File: src/rtl/vst_pkg.sv
package vst_pkg;

  typedef enum logic [2:0] {
    DM_ALL     = 3'd0,
    DM_ONE     = 3'd1,
    DM_HALF    = 3'd2,
    DM_PAIR    = 3'd3,
    DM_STRIDE9 = 3'd4,
    DM_SKIP2   = 3'd5,
    DM_INDEX   = 3'd6,
    DM_NONE    = 3'd7
  } dist_e;

  localparam logic [1:0] SZ_BAD = 2'd3;

endpackage

File: src/rtl/vst_lane_map.sv
module vst_lane_map
  import vst_pkg::*;
#(
  parameter int LANES = 8,
  parameter int DW    = 32,
  parameter int OW    = 8
) (
  input  dist_e                   mode,
  input  logic [LANES-1:0]        lane_on,
  input  logic [LANES*DW-1:0]     src_a,
  input  logic [LANES*DW-1:0]     src_b,
  output logic [2*LANES-1:0]      slot_en,
  output logic [2*LANES*OW-1:0]   slot_off,
  output logic [2*LANES*DW-1:0]   slot_data
);

  localparam int SLOTS = 2 * LANES;

  for (genvar k = 0; k < SLOTS; k++) begin : g_slot
    localparam int LP      = k / 2;
    localparam int LD      = (k < LANES) ? k : 0;
    localparam bit IS_LANE = (k < LANES);
    localparam bit EVEN    = ((k % 2) == 0);

    logic          en_k;
    logic [OW-1:0] off_k;
    logic [DW-1:0] dat_k;

    always_comb begin
      en_k  = 1'b0;
      off_k = '0;
      dat_k = src_a[LD*DW +: DW];
      case (mode)
        DM_ALL: begin
          en_k  = IS_LANE && lane_on[LD];
          off_k = OW'(k);
        end
        DM_ONE: begin
          en_k  = (k == 0) && lane_on[0];
          off_k = '0;
        end
        DM_HALF: begin
          en_k  = IS_LANE && EVEN && lane_on[LD];
          off_k = OW'(k / 2);
        end
        DM_PAIR: begin
          en_k  = lane_on[LP];
          off_k = OW'(k);
          dat_k = EVEN ? src_a[LP*DW +: DW] : src_b[LP*DW +: DW];
        end
        DM_STRIDE9: begin
          en_k  = IS_LANE && lane_on[LD];
          off_k = OW'(9 * k);
        end
        DM_SKIP2: begin
          en_k  = IS_LANE && lane_on[LD];
          off_k = OW'(2 * k);
        end
        default: en_k = 1'b0;
      endcase
    end

    assign slot_en[k]              = en_k;
    assign slot_off[k*OW +: OW]    = off_k;
    assign slot_data[k*DW +: DW]   = dat_k;
  end

endmodule

File: src/rtl/vst_index_seq.sv
module vst_index_seq #(
  parameter int LANES = 8,
  parameter int DW    = 32,
  parameter int IW    = 8,
  parameter int AW    = 16
) (
  input  logic                  clk,
  input  logic                  rst_n,
  input  logic                  start,
  input  logic [LANES-1:0]      lane_on,
  input  logic [LANES*DW-1:0]   src_a,
  input  logic [LANES*IW-1:0]   index,
  input  logic [AW-1:0]         base,
  input  logic [1:0]            size,
  output logic                  active,
  output logic [IW-1:0]         out_off,
  output logic [DW-1:0]         out_data,
  output logic [AW-1:0]         out_base,
  output logic [1:0]            out_size
);

  localparam int LW = (LANES > 1) ? $clog2(LANES) : 1;

  logic [LANES-1:0]    mask_q, mask_d, pick_oh;
  logic [LW-1:0]       pick_sel;
  logic                found;
  logic [LANES*DW-1:0] data_q;
  logic [LANES*IW-1:0] idx_q;
  logic [AW-1:0]       base_q;
  logic [1:0]          size_q;

  // lowest remaining lane goes first
  always_comb begin
    pick_oh  = '0;
    pick_sel = '0;
    found    = 1'b0;
    for (int i = 0; i < LANES; i++) begin
      if (mask_q[i] && !found) begin
        found       = 1'b1;
        pick_oh[i]  = 1'b1;
        pick_sel    = LW'(i);
      end
    end
  end

  always_comb begin
    mask_d = start ? lane_on : (mask_q & ~pick_oh);
  end

  always_ff @(posedge clk or negedge rst_n) begin
    if (!rst_n) begin
      mask_q <= '0;
    end else begin
      mask_q <= mask_d;
    end
  end

  always_ff @(posedge clk) begin
    if (start) begin
      data_q <= src_a;
      idx_q  <= index;
      base_q <= base;
      size_q <= size;
    end
  end

  assign active   = |mask_q;
  assign out_off  = idx_q[pick_sel*IW +: IW];
  assign out_data = data_q[pick_sel*DW +: DW];
  assign out_base = base_q;
  assign out_size = size_q;

endmodule

File: src/rtl/vst_slot_fmt.sv
module vst_slot_fmt #(
  parameter int DW = 32,
  parameter int AW = 16,
  parameter int OW = 8
) (
  input  logic [OW-1:0]     off,
  input  logic [DW-1:0]     data,
  input  logic [AW-1:0]     base,
  input  logic [1:0]        size,
  output logic [AW-1:0]     addr,
  output logic [DW-1:0]     data_o,
  output logic [DW/8-1:0]   be
);

  localparam int BEW = DW / 8;

  always_comb begin
    addr = base + (AW'(off) << size);
    for (int b = 0; b < BEW; b++) begin
      be[b]            = (b < (1 << size));
      data_o[b*8 +: 8] = (b < (1 << size)) ? data[b*8 +: 8] : 8'h00;
    end
  end

endmodule

File: src/rtl/vst_scatter.sv
module vst_scatter
  import vst_pkg::*;
#(
  parameter int LANES = 8,
  parameter int DW    = 32,
  parameter int AW    = 16,
  parameter int IW    = 8
) (
  input  logic                          clk,
  input  logic                          rst_n,
  input  logic                          req_valid,
  input  logic [2:0]                    req_mode,
  input  logic [1:0]                    req_size,
  input  logic [AW-1:0]                 req_base,
  input  logic                          req_pred_use,
  input  logic [LANES*DW-1:0]           req_pred,
  input  logic [LANES*DW-1:0]           req_data_a,
  input  logic [LANES*DW-1:0]           req_data_b,
  input  logic [LANES*IW-1:0]           req_index,
  output logic                          busy,
  output logic [2*LANES-1:0]            wr_en,
  output logic [2*LANES*AW-1:0]         wr_addr,
  output logic [2*LANES*DW-1:0]         wr_data,
  output logic [2*LANES*(DW/8)-1:0]     wr_be
);

  localparam int SLOTS   = 2 * LANES;
  localparam int BEW     = DW / 8;
  localparam int MAP_MAX = (9 * (LANES - 1) > SLOTS - 1) ? 9 * (LANES - 1) : SLOTS - 1;
  localparam int OW_MAP  = $clog2(MAP_MAX + 1);
  localparam int OW      = (OW_MAP > IW) ? OW_MAP : IW;

  // reset: asserted at once, released on the clock
  logic [1:0] rst_pipe;
  logic       core_rst_n;

  always_ff @(posedge clk or negedge rst_n) begin
    if (!rst_n) begin
      rst_pipe <= 2'b00;
    end else begin
      rst_pipe <= {rst_pipe[0], 1'b1};
    end
  end

  assign core_rst_n = rst_pipe[1];

  // lane enables
  logic [LANES-1:0] lane_on;
  for (genvar i = 0; i < LANES; i++) begin : g_pred
    assign lane_on[i] = !req_pred_use || (|req_pred[i*DW +: DW]);
  end

  dist_e mode_e;
  logic  seq_active, accept, size_ok, start_idx, map_take;

  assign mode_e    = dist_e'(req_mode);
  assign size_ok   = (req_size != SZ_BAD);
  assign accept    = req_valid && !seq_active;
  assign start_idx = accept && size_ok && (mode_e == DM_INDEX);
  assign map_take  = accept && size_ok && (mode_e != DM_INDEX);

  logic [SLOTS-1:0]    map_en;
  logic [SLOTS*OW-1:0] map_off;
  logic [SLOTS*DW-1:0] map_data;

  vst_lane_map #(.LANES(LANES), .DW(DW), .OW(OW)) u_map (
    .mode      (mode_e),
    .lane_on   (lane_on),
    .src_a     (req_data_a),
    .src_b     (req_data_b),
    .slot_en   (map_en),
    .slot_off  (map_off),
    .slot_data (map_data)
  );

  logic [IW-1:0] seq_off;
  logic [DW-1:0] seq_data;
  logic [AW-1:0] seq_base;
  logic [1:0]    seq_size;

  vst_index_seq #(.LANES(LANES), .DW(DW), .IW(IW), .AW(AW)) u_seq (
    .clk      (clk),
    .rst_n    (core_rst_n),
    .start    (start_idx),
    .lane_on  (lane_on),
    .src_a    (req_data_a),
    .index    (req_index),
    .base     (req_base),
    .size     (req_size),
    .active   (seq_active),
    .out_off  (seq_off),
    .out_data (seq_data),
    .out_base (seq_base),
    .out_size (seq_size)
  );

  // next-state selection
  logic [SLOTS-1:0]     en_d;
  logic [SLOTS*OW-1:0]  off_d;
  logic [SLOTS*DW-1:0]  dat_d;
  logic [AW-1:0]        sel_base;
  logic [1:0]           sel_size;

  always_comb begin
    sel_base = seq_active ? seq_base : req_base;
    sel_size = seq_active ? seq_size : req_size;
    en_d     = '0;
    off_d    = map_off;
    dat_d    = map_data;
    if (seq_active) begin
      en_d[0]        = 1'b1;
      off_d[OW-1:0]  = OW'(seq_off);
      dat_d[DW-1:0]  = seq_data;
    end else if (map_take) begin
      en_d = map_en;
    end
  end

  logic [SLOTS*AW-1:0]  addr_d;
  logic [SLOTS*DW-1:0]  dat_f;
  logic [SLOTS*BEW-1:0] be_d;

  for (genvar k = 0; k < SLOTS; k++) begin : g_fmt
    vst_slot_fmt #(.DW(DW), .AW(AW), .OW(OW)) u_fmt (
      .off    (off_d[k*OW +: OW]),
      .data   (dat_d[k*DW +: DW]),
      .base   (sel_base),
      .size   (sel_size),
      .addr   (addr_d[k*AW +: AW]),
      .data_o (dat_f[k*DW +: DW]),
      .be     (be_d[k*BEW +: BEW])
    );
  end

  // output registers
  logic [SLOTS-1:0]     en_q;
  logic [SLOTS*AW-1:0]  addr_q;
  logic [SLOTS*DW-1:0]  data_q;
  logic [SLOTS*BEW-1:0] be_q;
  logic                 pay_ce;

  assign pay_ce = |en_d;

  always_ff @(posedge clk or negedge core_rst_n) begin
    if (!core_rst_n) begin
      en_q <= '0;
    end else begin
      en_q <= en_d;
    end
  end

  always_ff @(posedge clk) begin
    if (pay_ce) begin
      addr_q <= addr_d;
      data_q <= dat_f;
      be_q   <= be_d;
    end
  end

  assign busy    = seq_active;
  assign wr_en   = en_q;
  assign wr_addr = addr_q;
  assign wr_data = data_q;
  assign wr_be   = be_q;

endmodule

File: config.mk
export PLATFORM = sky130hd
export DESIGN_NAME = vst_scatter
export DESIGN_NICKNAME = d
export VERILOG_FILES = /design/src/rtl/vst_pkg.sv /design/src/rtl/vst_lane_map.sv /design/src/rtl/vst_index_seq.sv /design/src/rtl/vst_slot_fmt.sv /design/src/rtl/vst_scatter.sv
export SDC_FILE = /design/constraint.sdc
export NUM_CORES = 2
export LEC_CHECK = 0
export ABC_AREA = 1
export BUFFER_PORTS_ARGS = -buffer_cell sky130_fd_sc_hd__buf_2
export CORE_AREA = 2 2 669 671
export DETAILED_ROUTE_END_ITERATION = 16
export DIE_AREA = 0 0 671 673
export HOLD_SLACK_MARGIN = 0.1
export SETUP_SLACK_MARGIN = 0.05
export SLEW_MARGIN = 0
export SYNTH_ARGS = -nofsm -noshare
export SYNTH_HDL_FRONTEND = slang
export SYNTH_SLANG_ARGS = --single-unit
File: constraint.sdc
create_clock -name clk -period 2.1 [get_ports clk]
set_input_delay 0.21 -clock clk [delete_from_list [all_inputs] [get_ports clk]]
set_output_delay 0.21 -clock clk [all_outputs]
set_load 0.005 [all_outputs]
==> impl_results.html <==
<table>
<tr><th>Metric</th><th>Value</th></tr>
<tr><th colspan="2">Logic synthesis</th></tr>
<tr><td>Number of flops mapped to enable cells by yosys</td><td>1,094</td></tr>
<tr><td>Cell area after synthesis</td><td>52,500 µm²</td></tr>
<tr><td>Post-synthesis cell count</td><td>4,954</td></tr>
<tr><td>Share of the yosys chip area belonging to registers</td><td>0.636</td></tr>
<tr><td>Proportion of synthesized flip-flops having asynchronous set or reset</td><td>0.0197</td></tr>
<tr><td>Flip-flop and latch count after synthesis</td><td>1,116</td></tr>
<tr><td>Yosys warnings</td><td>0</td></tr>
<tr><td>Synthesized area per cell</td><td>10.6 µm²</td></tr>
<tr><td>Post-synthesis cell type count</td><td>53</td></tr>
<tr><td>Most used flip-flop cell after synthesis</td><td>sky130_fd_sc_hd__edfxtp_1</td></tr>
<tr><th colspan="2">STA</th></tr>
<tr><td>Max transition margin</td><td>0.171</td></tr>
<tr><td>Achievable clock frequency</td><td>264 MHz</td></tr>
<tr><td>Worst clock skew</td><td>0.144 ns</td></tr>
<tr><td>Post-Route Hold Slack</td><td>0.132 ns</td></tr>
<tr><td>Post-layout min period</td><td>3.79 ns</td></tr>
<tr><td>Slew at the pin closest to its max-slew limit</td><td>1.24 ns</td></tr>
<tr><td>Unrepaired setup endpoints after global routing</td><td>true</td></tr>
<tr><td>Setup slack of the critical path after layout</td><td>-1.69 ns</td></tr>
<tr><td>Final cycle utilization of the critical path</td><td>1.80</td></tr>
<tr><td>Setup-violating endpoint count in the final report</td><td>1,732</td></tr>
<tr><td>Count of final max-slew check failures</td><td>0</td></tr>
<tr><td>Final hold violations</td><td>0</td></tr>
<tr><th colspan="2">Floorplanning</th></tr>
<tr><td>Initial standard-cell utilization of the core</td><td>0.118</td></tr>
<tr><td>Ports placed on the boundary</td><td>1,706</td></tr>
<tr><td>Area of the core</td><td>444,000 µm²</td></tr>
<tr><td>Die span in x</td><td>671 µm</td></tr>
<tr><td>DIE AREA</td><td>452,000 µm²</td></tr>
<tr><td>Chip Height</td><td>673 µm</td></tr>
<tr><td>Placement Rows</td><td>245</td></tr>
<tr><th colspan="2">Detailed routing</th></tr>
<tr><td>Count of antenna-violating nets left after detailed routing</td><td>0</td></tr>
<tr><td>Total iterations of the first detailed-routing run</td><td>6</td></tr>
<tr><td>WL final</td><td>405,000 µm</td></tr>
<tr><td>Via-to-Cell Ratio</td><td>3.82</td></tr>
<tr><td>Initial detailed-routing violation count</td><td>5,417</td></tr>
<tr><td>Total number of vias</td><td>55.1k</td></tr>
<tr><td>Residual DRC count</td><td>0</td></tr>
<tr><td>Wire per inst</td><td>28.1 µm</td></tr>
<tr><th colspan="2">Clock network</th></tr>
<tr><td>H-tree depth</td><td>4</td></tr>
<tr><td>CTS tree</td><td>done</td></tr>
<tr><td>Total number of clock tree sinks</td><td>1,116</td></tr>
<tr><td>Clk Tree Root Cell</td><td>sky130_fd_sc_hd__clkbuf_16</td></tr>
<tr><td>TritonCTS Buffers</td><td>146</td></tr>
<tr><td>Number of hold buffers added after CTS</td><td>823</td></tr>
<tr><td>Buffer levels on the longest clock path</td><td>4</td></tr>
<tr><td>Clock latency on the worst-skew pair</td><td>0.93 ns</td></tr>
<tr><td>Clock slew at reported path FFs</td><td>0.05 ns</td></tr>
<tr><th colspan="2">Place</th></tr>
<tr><td>Global placement routability congestion</td><td>1.05</td></tr>
<tr><td>Count of port buffers added during placement</td><td>1,705</td></tr>
<tr><td>Detail Placement HPWL</td><td>328,000 µm</td></tr>
<tr><th colspan="2">GRT</th></tr>
<tr><td>Aggregate global routing overflow</td><td>0</td></tr>
<tr><td>Combined global-route utilization of all metal layers</td><td>0.170</td></tr>
<tr><td>Wire length of the first global-routing pass</td><td>514,000 µm</td></tr>
<tr><td>Number of global-route vias before repair</td><td>53.6k</td></tr>
<tr><td>Number of antenna violations at the first check in global routing</td><td>137</td></tr>
<tr><td>Pin count of the biggest net entering global routing</td><td>152</td></tr>
<tr><th colspan="2">Setup path</th></tr>
<tr><td>Slowest cell on the critical path</td><td>sky130_fd_sc_hd__dfrtp_1</td></tr>
<tr><td>Endpoint of the worst-slack reg-to-reg timing path</td><td>wr_addr[15]$_DFFE_PP_</td></tr>
<tr><td>Startpoint types</td><td>flip-flop</td></tr>
<tr><td>CP Max Fanout</td><td>7</td></tr>
<tr><td>Worst R2R Path Depth</td><td>28</td></tr>
<tr><td>Critical path class</td><td>reg -&gt; reg</td></tr>
<tr><td>Reg-to-reg critical path startpoint</td><td>u_seq.mask_q[1]$_DFF_PN0_</td></tr>
<tr><td>CP Data Required Time</td><td>2.63 ns</td></tr>
<tr><td>Critical path capture point type</td><td>flip-flop</td></tr>
<tr><td>Arrival @ worst endpoint</td><td>4.32 ns</td></tr>
<tr><td>Delay of the slowest cell on the worst path</td><td>0.41 ns</td></tr>
<tr><td>Setup slack on the worst flop-to-flop path</td><td>-1.69 ns</td></tr>
<tr><td>Cell mode on critical path</td><td>sky130_fd_sc_hd__nand2_2</td></tr>
<tr><td>Capture point of the critical path</td><td>wr_addr[15]$_DFFE_PP_</td></tr>
<tr><td>Beginning of the critical path</td><td>u_seq.mask_q[1]$_DFF_PN0_</td></tr>
<tr><th colspan="2">Power</th></tr>
<tr><td>Leakage power</td><td>39.2 nW</td></tr>
<tr><td>Worst ir drop on vdd</td><td>0.687 mV</td></tr>
<tr><td>Power density over the cells</td><td>1030 nW/µm²</td></tr>
<tr><th colspan="2">Outcome</th></tr>
<tr><td>Failing checks</td><td>negative setup slack</td></tr>
<tr><td>Run status</td><td>finished, violations left</td></tr>
<tr><th colspan="2">Final layout</th></tr>
<tr><td>Most common cell after layout, fill and taps aside</td><td>sky130_fd_sc_hd__buf_2</td></tr>
<tr><td># nets final</td><td>9,308</td></tr>
<tr><td>Area overhead of the layout relative to synthesis</td><td>78.8%</td></tr>
<tr><td>Top library cells by usage in the layout, fill and taps aside</td><td>1,705 x sky130_fd_sc_hd__buf_2, 1,298 x sky130_fd_sc_hd__nand2_1, 1,094 x sky130_fd_sc_hd__edfxtp_1, 823 x sky130_fd_sc_hd__dlygate4sd3_1, 775 x sky130_fd_sc_hd__buf_4</td></tr>
<tr><td>Fill cell count</td><td>48.0k</td></tr>
<tr><td>Layout cell share with drive strength beyond 1</td><td>0.434</td></tr>
<tr><td>Share of the core filled with cells in the final layout</td><td>0.211</td></tr>
<tr><th colspan="2">Flow run</th></tr>
<tr><td>Maximum Capacitance Violations</td><td>0</td></tr>
<tr><th colspan="2">Worst hold path</th></tr>
<tr><td>Worst hold-check path type</td><td>in -&gt; reg</td></tr>
</table>
-- Yosys cell counts (all sizes together), types with 4 or more instances --
cell type,n,share of area
edfxtp,1094,0.63
nand2,1504,0.11
or2,22,0.0026
nand4,22,0.0029
o22ai,4,0.00048
nor2,262,0.020
buf,178,0.021
clkbuf,130,0.0093
a211oi,4,0.00057
o21bai,10,0.0014
inv,259,0.019
nand3b,18,0.0026
ha,113,0.027
a31oi,7,0.00083
o2111ai,5,0.00083
a21oi,495,0.047
nor3,22,0.0022
xor2,190,0.032
xnor2,26,0.0043
o211ai,43,0.0061
nor4,38,0.0045
fa,11,0.0042
a21o,7,0.0010
nand3,326,0.031
dfrtp,22,0.010
o21ai,129,0.013
-- kinds of logic (layout without fill, tap and decap cells) --
family | after synthesis | count (layout) | share of synthesized area
buffers and inverters | 569 | 4047 | 0.0490
flip-flops | 1116 | 1116 | 0.636
AND/OR/NAND/NOR | 2219 | 2220 | 0.175
adder cells (fa/ha/maj) | 124 | 124 | 0.0311
AO/OA/AOI/OAI | 709 | 710 | 0.0725
other | 1 | 75 | 0.0000714
XOR/XNOR | 216 | 216 | 0.0360
-- stage by stage --
stage               power [mW]  instances  instance area (µm²)  setup WS [ns]  setup TNS (ns)
finish                    96.7      14400                93900          -1.69        -1449.73
global route               101      14400                93800          -1.89        -1736.56
CTS                       94.9      14300                90700          -1.65        -1490.47
detailed placement        64.7      13100                74300          -2.56        -1817.20
global placement          64.7      13100                74300          -2.57        -1773.78
floorplan                 41.6       4955                52600          -7.12        -7320.89
-- flip-flops by register name (all words and copies together), names as in the netlist --
register / count
u_seq.mask_q: 8
u_seq.idx_q: 64
wr_en: 12
wr_data: 512
u_seq.out_size: 2
wr_be: 4
wr_addr: 240
rst_pipe: 2
u_seq.out_base: 16
u_seq.data_q: 256
-- area by class of cell --
cell class / instances / area [µm²] / area share
Tap cell: 5928 / 7420 / 0.0790
Multi-Input combinational cell: 3272 / 21000 / 0.224
Timing Repair inverter: 1 / 7.51 / 0.0000800
Inverter: 261 / 1070 / 0.0114
Clock inverter: 80 / 917 / 0.00977
Sequential cell: 1116 / 33400 / 0.356
Timing Repair Buffer: 3529 / 26000 / 0.277
Clock buffer: 176 / 3790 / 0.0404
Antenna cell: 73 / 183 / 0.00195
-- per-layer routing --
layer	wire (µm)	vias up	GRT usage
li1	-	23900	-
met1	152000	27100	0.198
met5	180	-	0
met3	41200	762	0.0579
met4	21600	30	0.0710
met2	190000	3323	0.285
-- worst min-delay path by stage --
stage | start | to | slack (ns) | cells past startpoint
6_report | req_size[1] | wr_be[62]$_DFFE_PP_ | 0.13 | 5
2_1_floorplan | rst_n | rst_pipe[0]$_DFF_PN0_ | -0.09 | 0
5_1_grt | req_size[1] | wr_be[62]$_DFFE_PP_ | 0.07 | 5
3_5_place_dp | rst_n | rst_pipe[0]$_DFF_PN0_ | -0.002 | 1
4_1_cts | req_size[1] | wr_be[62]$_DFFE_PP_ | 0.004 | 4
3_3_place_gp | rst_n | rst_pipe[1]$_DFF_PN0_ | -0.004 | 1
-- what timing repair did --
action                      CTS  global route
pin swaps                   187           296
cloned                        6             2
setup buffers                92            81
gates resized for setup     602           537
hold endpoints to repair    892             1
setup endpoints to repair  1771          1796
-- report_power, final --
part / internal, mW / leakage [nW] / total, mW / switching, mW
clock network: 14.5 / 2.26 / 25.5 / 10.9
logic: 15.3 / 25.5 / 38.4 / 23.0
registers: 30.6 / 11.4 / 32.9 / 2.29
total: 60.4 / 39.2 / 96.7 / 36.3
-- worst max-delay path: cells and delay by family, from the launching register on --
kind | cells | cell delay, ns
buffers and inverters | 5 | 0.67
flip-flops | 1 | 0.41
XOR/XNOR | 1 | 0.13
adder cells (fa/ha/maj) | 1 | 0.31
AND/OR/NAND/NOR | 18 | 1.59
AO/OA/AOI/OAI | 3 | 0.35
Note: power is estimated with default switching activity, not from simulation.
